--- config.mk ---
export PLATFORM = sky130hd
export DESIGN_NAME = csel_timing_seq
export DESIGN_NICKNAME = d
export VERILOG_FILES = /design/src/rtl/csel_seq_pkg.sv /design/src/rtl/csel_tail_capture.sv /design/src/rtl/csel_phase_timer.sv /design/src/rtl/csel_timing_seq.sv
export SDC_FILE = /design/constraint.sdc
export NUM_CORES = 1
export LEC_CHECK = 0
export BUFFER_PORTS_ARGS = -buffer_cell sky130_fd_sc_hd__buf_4
export CAP_MARGIN = 20
export CORE_MARGIN = 5
export CORE_UTILIZATION = 45
export DETAILED_ROUTE_END_ITERATION = 7
export PLACE_DENSITY = 0.76
export RECOVER_POWER = 100
export SYNTH_ARGS = -nofsm -noshare
export SYNTH_HDL_FRONTEND = slang
export SYNTH_HIERARCHICAL = 1
export SYNTH_SLANG_ARGS = --single-unit
--- constraint.sdc ---
create_clock -name clk -period 3.59 [get_ports clk]
set_clock_uncertainty 0.2 [all_clocks]
set_input_delay 0.1795 -clock clk [delete_from_list [all_inputs] [get_ports clk]]
set_output_delay 0.1795 -clock clk [all_outputs]
set_load 0.005 [all_outputs]
--- src/rtl/csel_seq_pkg.sv ---
package csel_seq_pkg;

  localparam int CFG_W     = 32;
  localparam int FIELD_W   = 8;
  localparam int SETUP_LSB = 0;
  localparam int HOLD_LSB  = 8;
  localparam int GAP_LSB   = 24;
  localparam int SPARE_LSB = HOLD_LSB + FIELD_W;
  localparam int SPARE_W   = GAP_LSB - SPARE_LSB;

  typedef enum logic [2:0] {
    PH_IDLE   = 3'd0,
    PH_SETUP  = 3'd1,
    PH_ACTIVE = 3'd2,
    PH_HOLD   = 3'd3,
    PH_GAP    = 3'd4
  } phase_t;

  typedef struct packed {
    logic [FIELD_W-1:0] hold;
    logic [FIELD_W-1:0] gap;
  } tail_t;

  // Extract one delay field from the configuration word.
  function automatic logic [FIELD_W-1:0] field_at(input logic [CFG_W-1:0] w,
                                                   input int lsb);
    return w[lsb +: FIELD_W];
  endfunction

  // Phase entered once select has been released.
  function automatic phase_t phase_after_release(input logic [FIELD_W-1:0] gap);
    return (gap != '0) ? PH_GAP : PH_IDLE;
  endfunction

  // Phases in which the select line is driven low.
  function automatic logic drives_select(input phase_t p);
    return (p == PH_SETUP) || (p == PH_ACTIVE) || (p == PH_HOLD);
  endfunction

endpackage

--- src/rtl/csel_tail_capture.sv ---
module csel_tail_capture
  import csel_seq_pkg::*;
#(
  parameter int FW = FIELD_W
) (
  input  logic          clk,
  input  logic          rst_n,
  input  logic          capture,
  input  logic [FW-1:0] hold_in,
  input  logic [FW-1:0] gap_in,
  output tail_t         tail
);

  // Hold and gap are needed after the accept cycle, so they are latched.
  always_ff @(posedge clk or negedge rst_n) begin
    if (!rst_n) begin
      tail <= '0;
    end else if (capture) begin
      tail.hold <= hold_in;
      tail.gap  <= gap_in;
    end
  end

endmodule

--- src/rtl/csel_phase_timer.sv ---
module csel_phase_timer #(
  parameter int CNT_W = 8
) (
  input  logic             clk,
  input  logic             rst_n,
  input  logic             load,
  input  logic [CNT_W-1:0] load_val,
  input  logic             dec,
  output logic             at_zero,
  output logic             at_one
);

  logic [CNT_W-1:0] cnt;

  always_ff @(posedge clk or negedge rst_n) begin
    if (!rst_n) begin
      cnt <= '0;
    end else if (load) begin
      cnt <= load_val;
    end else if (dec && (cnt != '0)) begin
      cnt <= cnt - CNT_W'(1);
    end
  end

  assign at_zero = (cnt == '0);
  assign at_one  = (cnt == CNT_W'(1));

endmodule

--- src/rtl/csel_timing_seq.sv ---
module csel_timing_seq
  import csel_seq_pkg::*;
#(
  parameter int CFG_WIDTH = CFG_W
) (
  input  logic                 clk,
  input  logic                 rst_n,
  input  logic [CFG_WIDTH-1:0] cfg_word,
  input  logic                 req,
  input  logic                 last_bit_done,
  output logic                 busy,
  output logic                 sel_n,
  output logic                 xfer_start
);

  localparam int FW = FIELD_W;

  phase_t          phase_q, phase_d;
  tail_t           tail;
  logic [FW-1:0]   setup_live, hold_live, gap_live;
  logic            cfg_unused_spare;
  logic            t_load, t_dec, t_zero, t_one;
  logic [FW-1:0]   t_val;

  // Named internal events (observed by the bound checker).
  logic ev_accept, ev_start, ev_last, ev_release;

  assign setup_live       = field_at(cfg_word, SETUP_LSB);
  assign hold_live        = field_at(cfg_word, HOLD_LSB);
  assign gap_live         = field_at(cfg_word, GAP_LSB);
  assign cfg_unused_spare = ^cfg_word[SPARE_LSB +: SPARE_W];

  assign ev_accept  = (phase_q == PH_IDLE)   && req;
  assign ev_start   = (phase_q == PH_SETUP)  && t_zero;
  assign ev_last    = (phase_q == PH_ACTIVE) && last_bit_done;
  assign ev_release = ((phase_q == PH_HOLD) && t_one) ||
                      (ev_last && (tail.hold == '0));

  csel_tail_capture #(.FW(FW)) u_cap (
    .clk     (clk),
    .rst_n   (rst_n),
    .capture (ev_accept),
    .hold_in (hold_live),
    .gap_in  (gap_live),
    .tail    (tail)
  );

  csel_phase_timer #(.CNT_W(FW)) u_tmr (
    .clk      (clk),
    .rst_n    (rst_n),
    .load     (t_load),
    .load_val (t_val),
    .dec      (t_dec),
    .at_zero  (t_zero),
    .at_one   (t_one)
  );

  always_comb begin
    phase_d = phase_q;
    t_load  = 1'b0;
    t_val   = '0;
    t_dec   = 1'b0;
    unique case (phase_q)
      PH_IDLE: begin
        if (req) begin
          phase_d = PH_SETUP;
          t_load  = 1'b1;
          t_val   = setup_live;
        end
      end
      PH_SETUP: begin
        if (t_zero) phase_d = PH_ACTIVE;
        else        t_dec   = 1'b1;
      end
      PH_ACTIVE: begin
        if (last_bit_done) begin
          t_load = 1'b1;
          if (tail.hold != '0) begin
            phase_d = PH_HOLD;
            t_val   = tail.hold;
          end else begin
            phase_d = phase_after_release(tail.gap);
            t_val   = tail.gap;
          end
        end
      end
      PH_HOLD: begin
        if (t_one) begin
          phase_d = phase_after_release(tail.gap);
          t_load  = 1'b1;
          t_val   = tail.gap;
        end else begin
          t_dec = 1'b1;
        end
      end
      PH_GAP: begin
        if (t_one) phase_d = PH_IDLE;
        else       t_dec   = 1'b1;
      end
      default: phase_d = PH_IDLE;
    endcase
  end

  always_ff @(posedge clk or negedge rst_n) begin
    if (!rst_n) phase_q <= PH_IDLE;
    else        phase_q <= phase_d;
  end

  assign sel_n      = !drives_select(phase_q);
  assign busy       = (phase_q != PH_IDLE);
  assign xfer_start = ev_start;

endmodule

==> results of run 1 <==
## state kept, by name, indices dropped and copies added, names as in the netlist
signal / flops
phase_q: 3
u_cap/tail: 16
u_tmr/cnt: 8
## critical path, cell delays in order, from the launching register on
cell	delay, ns
dfrtp_1	0.48
or4_4	0.61
nor4b_1	0.35
clkbuf_1	0.22
nand4b_1	0.20
o211ai_1	0.27
clkinv_1	0.39
a311o_1	0.40
## synthesized netlist by cell type, types with 2 or more instances
master / instances / area (um^2)
dfrtp_1: 27 / 676
inv_1: 13 / 48.8
mux2_4: 11 / 165
nor2_1: 9 / 33.8
a222oi_1: 8 / 80.1
mux2_2: 6 / 67.6
a31oi_1: 5 / 31.3
a21oi_1: 4 / 20.0
buf_6: 4 / 45.0
nand2b_1: 4 / 25.0
nor4_1: 4 / 25.0
ha_1: 3 / 37.5
nand2_1: 3 / 11.3
nor3b_1: 3 / 22.5
o211ai_1: 3 / 22.5
o31ai_1: 3 / 22.5
or4_4: 3 / 33.8
a211oi_1: 2 / 15.0
and2_1: 2 / 12.5
buf_4: 2 / 15.0
clkbuf_1: 2 / 7.51
nand4b_1: 2 / 17.5
nor3_1: 2 / 10.0
nor4b_1: 2 / 17.5
o2111ai_1: 2 / 17.5
o21ai_0: 2 / 10.0
o21bai_1: 2 / 15.0
or3_1: 2 / 12.5
or3b_2: 2 / 17.5
## per-layer routing
| layer | part of all wire (%) | global-route usage (%) |
|---|---|---|
| met3 | 5.4 | 4.02 |
| met1 | 42 | 24.0 |
| met5 | 0 | 0 |
| met2 | 49 | 29.1 |
| met4 | 2.8 | 8.14 |
## logic make-up (layout without fill, tap and decap cells)
kind of cell / after synthesis / count (layout) / share of synthesized area [%]
simple gates: 45 / 45 / 17.7
mux: 17 / 17 / 13.4
buf+inv: 24 / 69 / 8.33
fa+ha+maj: 3 / 3 / 2.15
flops: 27 / 27 / 38.8
compound gates: 41 / 41 / 19.7
## layout make-up
type                       count  area, um^2  share of cell area (%)
clock buffer                   3        41.3                    1.94
clock inverter                 1        7.51                   0.353
inverter                      14        52.6                    2.47
multi-input combinational    106         882                    41.4
sequential                    27         676                    31.7
tap                           48        60.1                    2.82
timing repair buffer          51         410                    19.3
## path summary, 6_finish.rpt
| check | from | to | slack, ns | cells past startpoint |
|---|---|---|---|---|
| worst max-delay path | u_tmr/cnt[2]$_DFFE_PN0P_ | u_tmr/cnt[3]$_DFFE_PN0P_ | 0.35 | 7 |
| worst min-delay path | last_bit_done | phase_q[1]$_DFFE_PN0P_ | 0.05 | 3 |
| worst max register to register | u_tmr/cnt[2]$_DFFE_PN0P_ | u_tmr/cnt[3]$_DFFE_PN0P_ | 0.35 | 7 |
| worst min register to register | u_cap/tail[14]$_DFFE_PN0P_ | u_cap/tail[14]$_DFFE_PN0P_ | 0.35 | 1 |
| max in group asynchronous | rst_n | u_tmr/cnt[0]$_DFFE_PN0P_ | 1.70 | 2 |
| min in group asynchronous | rst_n | u_cap/tail[4]$_DFFE_PN0P_ | 0.60 | 2 |
## metrics by stage
step | cell area (um^2) | utilization [%]
2_1_floorplan | 1740 | -
3_3_place_gp | 1970 | 52.9
3_5_place_dp | 1970 | 52.9
4_1_cts | 2180 | 58.8
5_1_grt | 2130 | 57.3
6_report | 2130 | 57.3
## power breakdown
group          switching (mW)  total, mW  internal [mW]  leakage [nW]
sequential              0.195      0.651          0.456         0.327
clock                   0.101      0.180         0.0789        0.0217
combinational           0.395      0.810          0.414         0.572
## cell usage in the layout, fill, tap and decap left out, types with 4 or more instances in the layout
cell type,instances
mux2_2,6
dfrtp_1,27
nor4_1,4
inv_1,13
a21oi_1,4
clkbuf_1,4
a31oi_1,5
mux2_1,8
nor2_1,10
dlygate4sd3_1,17
buf_4,27
nand2b_1,4
a222oi_1,8
## what timing repair did
item / in CTS / in global routing
endpoints found under the hold margin: 43 / 0
hold buffers: 17 / 0
gates resized for setup: 0 / 0
==> summary by stage, run 1 <==
Final layout
Once layout is complete, the cells apart from fillers number 250. The layout overhead on the synthesized area is 22.2%. The number of nets in the layout is 242. 0 antenna diodes ended up in the layout. The layout cell share with drive strength beyond 1 is 25.7%.

The filler cell count in the final layout is 312.

Die
The floorplan die width is 72.2 um. Row generation in the floorplan step produced 22 rows. The area of the core is 0.00372 mm^2. In this run the vertical extent of the chip is 72.2 um. The starting density of the core is 46.9%.

For this design the top-level I/O count stands at 39. The die area is 0.00522 mm^2.

Drt
For this block, the initial DRC count from the detailed router was 143. After detailed routing, the average wire length per cell comes to 17.3 um. The remaining routing DRC violations is 0.

The length of the first detailed-routing pass in iterations is 5. The total length of routed wires is 4330 um. After detailed routing, the number of vias per cell comes to 6.12. The via count of the routed design is 1530.

In this run the remaining antenna-violating nets after routing total 0.

Timing
The pin slew with the least headroom to its limit is 1.52 ns. The number of pins exceeding their max-slew limit in the final report is 28. After routing, the total negative slack on setup checks comes to 0 ns.

Setup violations remaining at the end of the flow were counted as 0. The minimum clock period is 3.24 ns. The worst path uses 90.3% of the clock period. The count of endpoints failing hold in the final timing report came to 0. Setup slack closes at 0.348 ns. Setup repair after global routing left no endpoint under its margin. Static timing analysis puts the maximum clock frequency at 308 MHz. Hold is met by 0.0453 ns. The relative slew slack is -1.54%.

Yosys
The synthesized instance count is 157. In the synthesized netlist the dominant register cell turns out to be dfrtp_1. The fraction of registers with async set or reset after synthesis is 100%. Summing the sequential cell areas from Yosys gives 38.8% of the chip area.

Yosys mapped a number of flops with a built-in enable equal to 0. The synthesized design contains 27 register bits. The synthesized area is 0.00174 mm^2. The netlist uses 49 different library cells. During synthesis, Yosys emitted a total of 6 warnings. The synthesized area per cell is 11.1 um^2. The number of nets produced by synthesis is 196.

Clock network
The clock transition time at the flip-flop clock pins of the worst setup and hold paths is 0.10 ns. The number of sinks handled by clock tree synthesis is 27. The maximum count of clock buffers along a single path is 2.

The number of H-tree branching levels is 1. The number of buffers added for setup after CTS is 0. The clock root buffer master is clkbuf_8. The total CTS buffers is 3. TritonCTS built the clock tree. The clock reaches the later pin of the worst-skew pair after 0.28 ns.

Critical path
Of all nets on the critical path, the largest fanout is 10. The sort of element at the start of the critical path is a flip-flop. STA puts the critical path data required time at 3.55 ns. The worst path arrival time is 3.20 ns. The capturing element type of the critical path is a flip-flop. The critical path class is flip-flop to flip-flop.

Global routing
The number of global-route vias before repair came to 1584. The maximum number of pins on one net before global-route repair is 28. Summed over all layers, the global routing overflow is 0. Global routing used 18.4% of the available tracks. The initial antenna violation count was 0. The first-pass GRT wire length is 7630 um.

Run
The tool flagged a number of max-cap violations equal to 1.

Placement
In this run, placement finished with an instance count of 229. Timing analysis after detailed placement gives a worst setup slack of 0.417 ns. Routability-driven placement finished with a final weighted congestion of 0.873. The placed wire-length estimate is 3010 um. Port buffering added 30 buffers.

Run status
The run finished, with violations left. The final reports fail on capacitance limit, slew limit.

Pwr
The worst-case IR drop observed on VDD is 0.389 mV. The total power density per cell area is 771 mW/mm^2. The post-layout total power is 1.64 mW.

The leakage power is 0.920 nW.

Min path
The worst hold path belongs to the class primary input to flip-flop.
No activity file was read; power rests on OpenSTA's default activity.
==> run 2, diff against run 1 <==
==> constraint.sdc (replaced) <==
create_clock -name clk -period 3.9 [get_ports clk]
set_clock_uncertainty 0.2 [all_clocks]
set_input_delay 0.195 -clock clk [delete_from_list [all_inputs] [get_ports clk]]
set_output_delay 0.195 -clock clk [all_outputs]
set_load 0.005 [all_outputs]
==> summary by stage, run 2 (synthesis results as in run 1) <==
Run status
The flow ran to the end, but the final reports show violations. The checks that failed: capacitance limit, slew limit.

Global routing
The all-layer global routing usage came to 17.6% (-0.77 points). The total grt overflow is 0 (unchanged). The first-pass GRT wire length came to 7230 um (-5.2%). The maximum number of pins on one net before global-route repair is 28 (unchanged).

The number of global-route vias before repair is 1546 (-2.4%). The initial antenna violation count was 0 (unchanged).

Final layout
The area of all placed cells without fillers is 0.00212 mm^2 (-0.35%). The antenna diode count is 0 (unchanged). In the layout the commonest cells are 27 x buf_4, 27 x dfrtp_1, 17 x dlygate4sd3_1, 13 x inv_1.

The area growth from synthesis to layout is 21.8%. In the final layout, the registers with the most flip-flops are u_cap/tail (16), u_tmr/cnt (8), phase_q (3). The number of nets in the layout came to 241 (-0.41%). The number of standard cells in the layout, taps in and fillers out is 249 (-0.40%). The filler cell count in the final layout is 325 (+4.2%).

The combined area of the multi-input logic cells was 885 um^2 (+0.28%). The post-route core utilization came to 57.1% (-0.20 points). The number of flip-flops under the largest register name is 16 (unchanged). Ranked by flip-flop count, first place goes to u_cap/tail. The layout cell share with drive strength beyond 1 is 25.4% (-0.37 points). The sequential cell area is 676 um^2 (unchanged).

Die
The I/O pin count came to 39 (unchanged). The die area came to 0.00522 mm^2 (unchanged). The starting density of the core was 46.9% (unchanged). The floorplan die width is 72.2 um (unchanged). The area of the core is 0.00372 mm^2 (unchanged).

The die height was 72.2 um (unchanged). The floorplan row count is 22 (unchanged).

Critical path
The critical path class is flip-flop to flip-flop. The delay of the slowest critical-path stage came to 0.70 ns (+0.09 ns). Traced cell by cell, the critical path runs through or4_1 -> nor4b_1 -> clkbuf_1 -> nor4b_1 -> a31oi_1 -> o31ai_1 -> or3b_2 -> a211oi_1 -> a311o_1. The worst path arrival time is 3.43 ns (+0.23 ns). Among all stages on the critical path, the largest delay is contributed by or4_1. The cell that appears most often on the critical path is nor4b_1. The slack of the worst reg-to-reg path came to 0.44 ns (+0.10 ns). STA classifies the critical path startpoint as a flip-flop.

The capturing element type of the critical path is a flip-flop. The data required time of the critical path is 3.87 ns (+0.32 ns). The largest fanout on the critical path is 9 (-1).

Drt
The length of the first detailed-routing pass in iterations is 5 (unchanged). The number of DRC markers after the initial detailed-route iteration is 117 (-18%). The remaining routing DRC violations is 0 (unchanged). The total length of routed wires came to 4300 um (-0.62%).

The vias per cell is 5.98 (-2.2%). The detail-routed net length per standard cell was 17.3 um (-0.22%). The antenna violation net count after detailed routing was 0 (unchanged).

The via count of the routed design came to 1490 (-2.6%).

Placement
The placed wire-length estimate came to 2980 um (-1.2%). The routability-driven placement congestion ratio is 0.884 (+1.2%). The minimum setup slack after placement is 0.679 ns (+0.261 ns). The number of placed instances with taps included is 228 (-0.44%). The count of port buffers added during placement is 30 (unchanged). The instance area at placement is 0.00196 mm^2 (-0.38%).

Min path
The min-delay analysis places its worst path in the category primary input to flip-flop.

Pwr
The maximum vdd drop is 0.394 mV (+1.3%). The total power density per cell area was 702 mW/mm^2 (-8.9%). The leakage power is 0.917 nW (-0.36%).

The post-layout total power came to 1.49 mW (-9.2%).

Timing
The pin slew with the least headroom to its limit came to 1.52 ns (-0.00113 ns). The minimum setup slack in the final design is 0.445 ns (+0.0972 ns). The relative slew slack is -1.47% (+0.075 points). The summed negative setup slack over all endpoints was 0 ns (unchanged). The count of endpoints failing hold in the final timing report is 0 (unchanged). The post-route fraction of the period consumed by the critical path came to 88.6% (-1.7 points). The count of endpoints failing setup in the final report is 0 (unchanged). The highest clock rate is 289 MHz (-6.2%).

The smallest hold slack was 0.0507 ns (+0.00541 ns). Setup repair after global routing left no endpoint under its margin. The number of pins exceeding their max-slew limit in the final report is 28 (unchanged). The minimum clock period is 3.46 ns (+0.213 ns).

Clock network
The clock root buffer master is clkbuf_8. The latest clock arrival within the worst-skew pair is 0.28 ns (about the same). The number of buffers added for setup after CTS was 0 (unchanged). TritonCTS built the clock tree. The total CTS buffers is 3 (unchanged).

The number of H-tree branching levels was 1 (unchanged). The quantity of gates resized following cts is 0 (unchanged). The maximum count of clock buffers along a single path was 2 (unchanged). The hold buffer count at cts is 17 (unchanged). The clock transition time at the flip-flop clock pins of the worst setup and hold paths was 0.10 ns (about the same). The number of sinks handled by clock tree synthesis is 27 (unchanged).

Run
The number of max-capacitance violations reported is 1 (unchanged).
run 2: final cells by class:
type                    instances  share of cell area, %
well taps                      48                   2.83
multi-input cells             106                   41.7
flip-flops and latches         27                   31.8
clock inverters                 1                  0.236
clock buffers                   3                   1.95
repair buffers                 50                   19.0
inverters                      14                   2.48
run 2: per-layer routing:
layer | wire length, um | vias to the layer above | global-route usage, %
met1 | 1780 | 720 | 21.3
li1 | - | 696 | -
met2 | 2150 | 60 | 29.2
met5 | 0 | - | 0
met3 | 253 | 14 | 4.57
met4 | 123 | 0 | 8.35
run 2: final timing paths:
kind,endpoint,from,cells past startpoint
max,u_tmr/cnt[3]$_DFFE_PN0P_,u_tmr/cnt[2]$_DFFE_PN0P_,9
min reg2reg,u_cap/tail[0]$_DFFE_PN0P_,u_cap/tail[0]$_DFFE_PN0P_,1
max reg2reg,u_tmr/cnt[3]$_DFFE_PN0P_,u_tmr/cnt[2]$_DFFE_PN0P_,9
max in group asynchronous,u_cap/tail[0]$_DFFE_PN0P_,rst_n,2
min in group asynchronous,u_cap/tail[13]$_DFFE_PN0P_,rst_n,2
min,phase_q[1]$_DFFE_PN0P_,last_bit_done,3
run 2: where the power goes:
part,switching [mW],internal [mW],total [mW]
logic,0.363,0.365,0.728
clock network,0.0924,0.0718,0.164
registers,0.177,0.420,0.597
run 2: critical path: cells and delay by family, from the launching register on:
kind            cells  cell delay, ns
buf+inv             1            0.23
compound gates      4            0.93
flops               1            0.47
simple gates        4            1.51
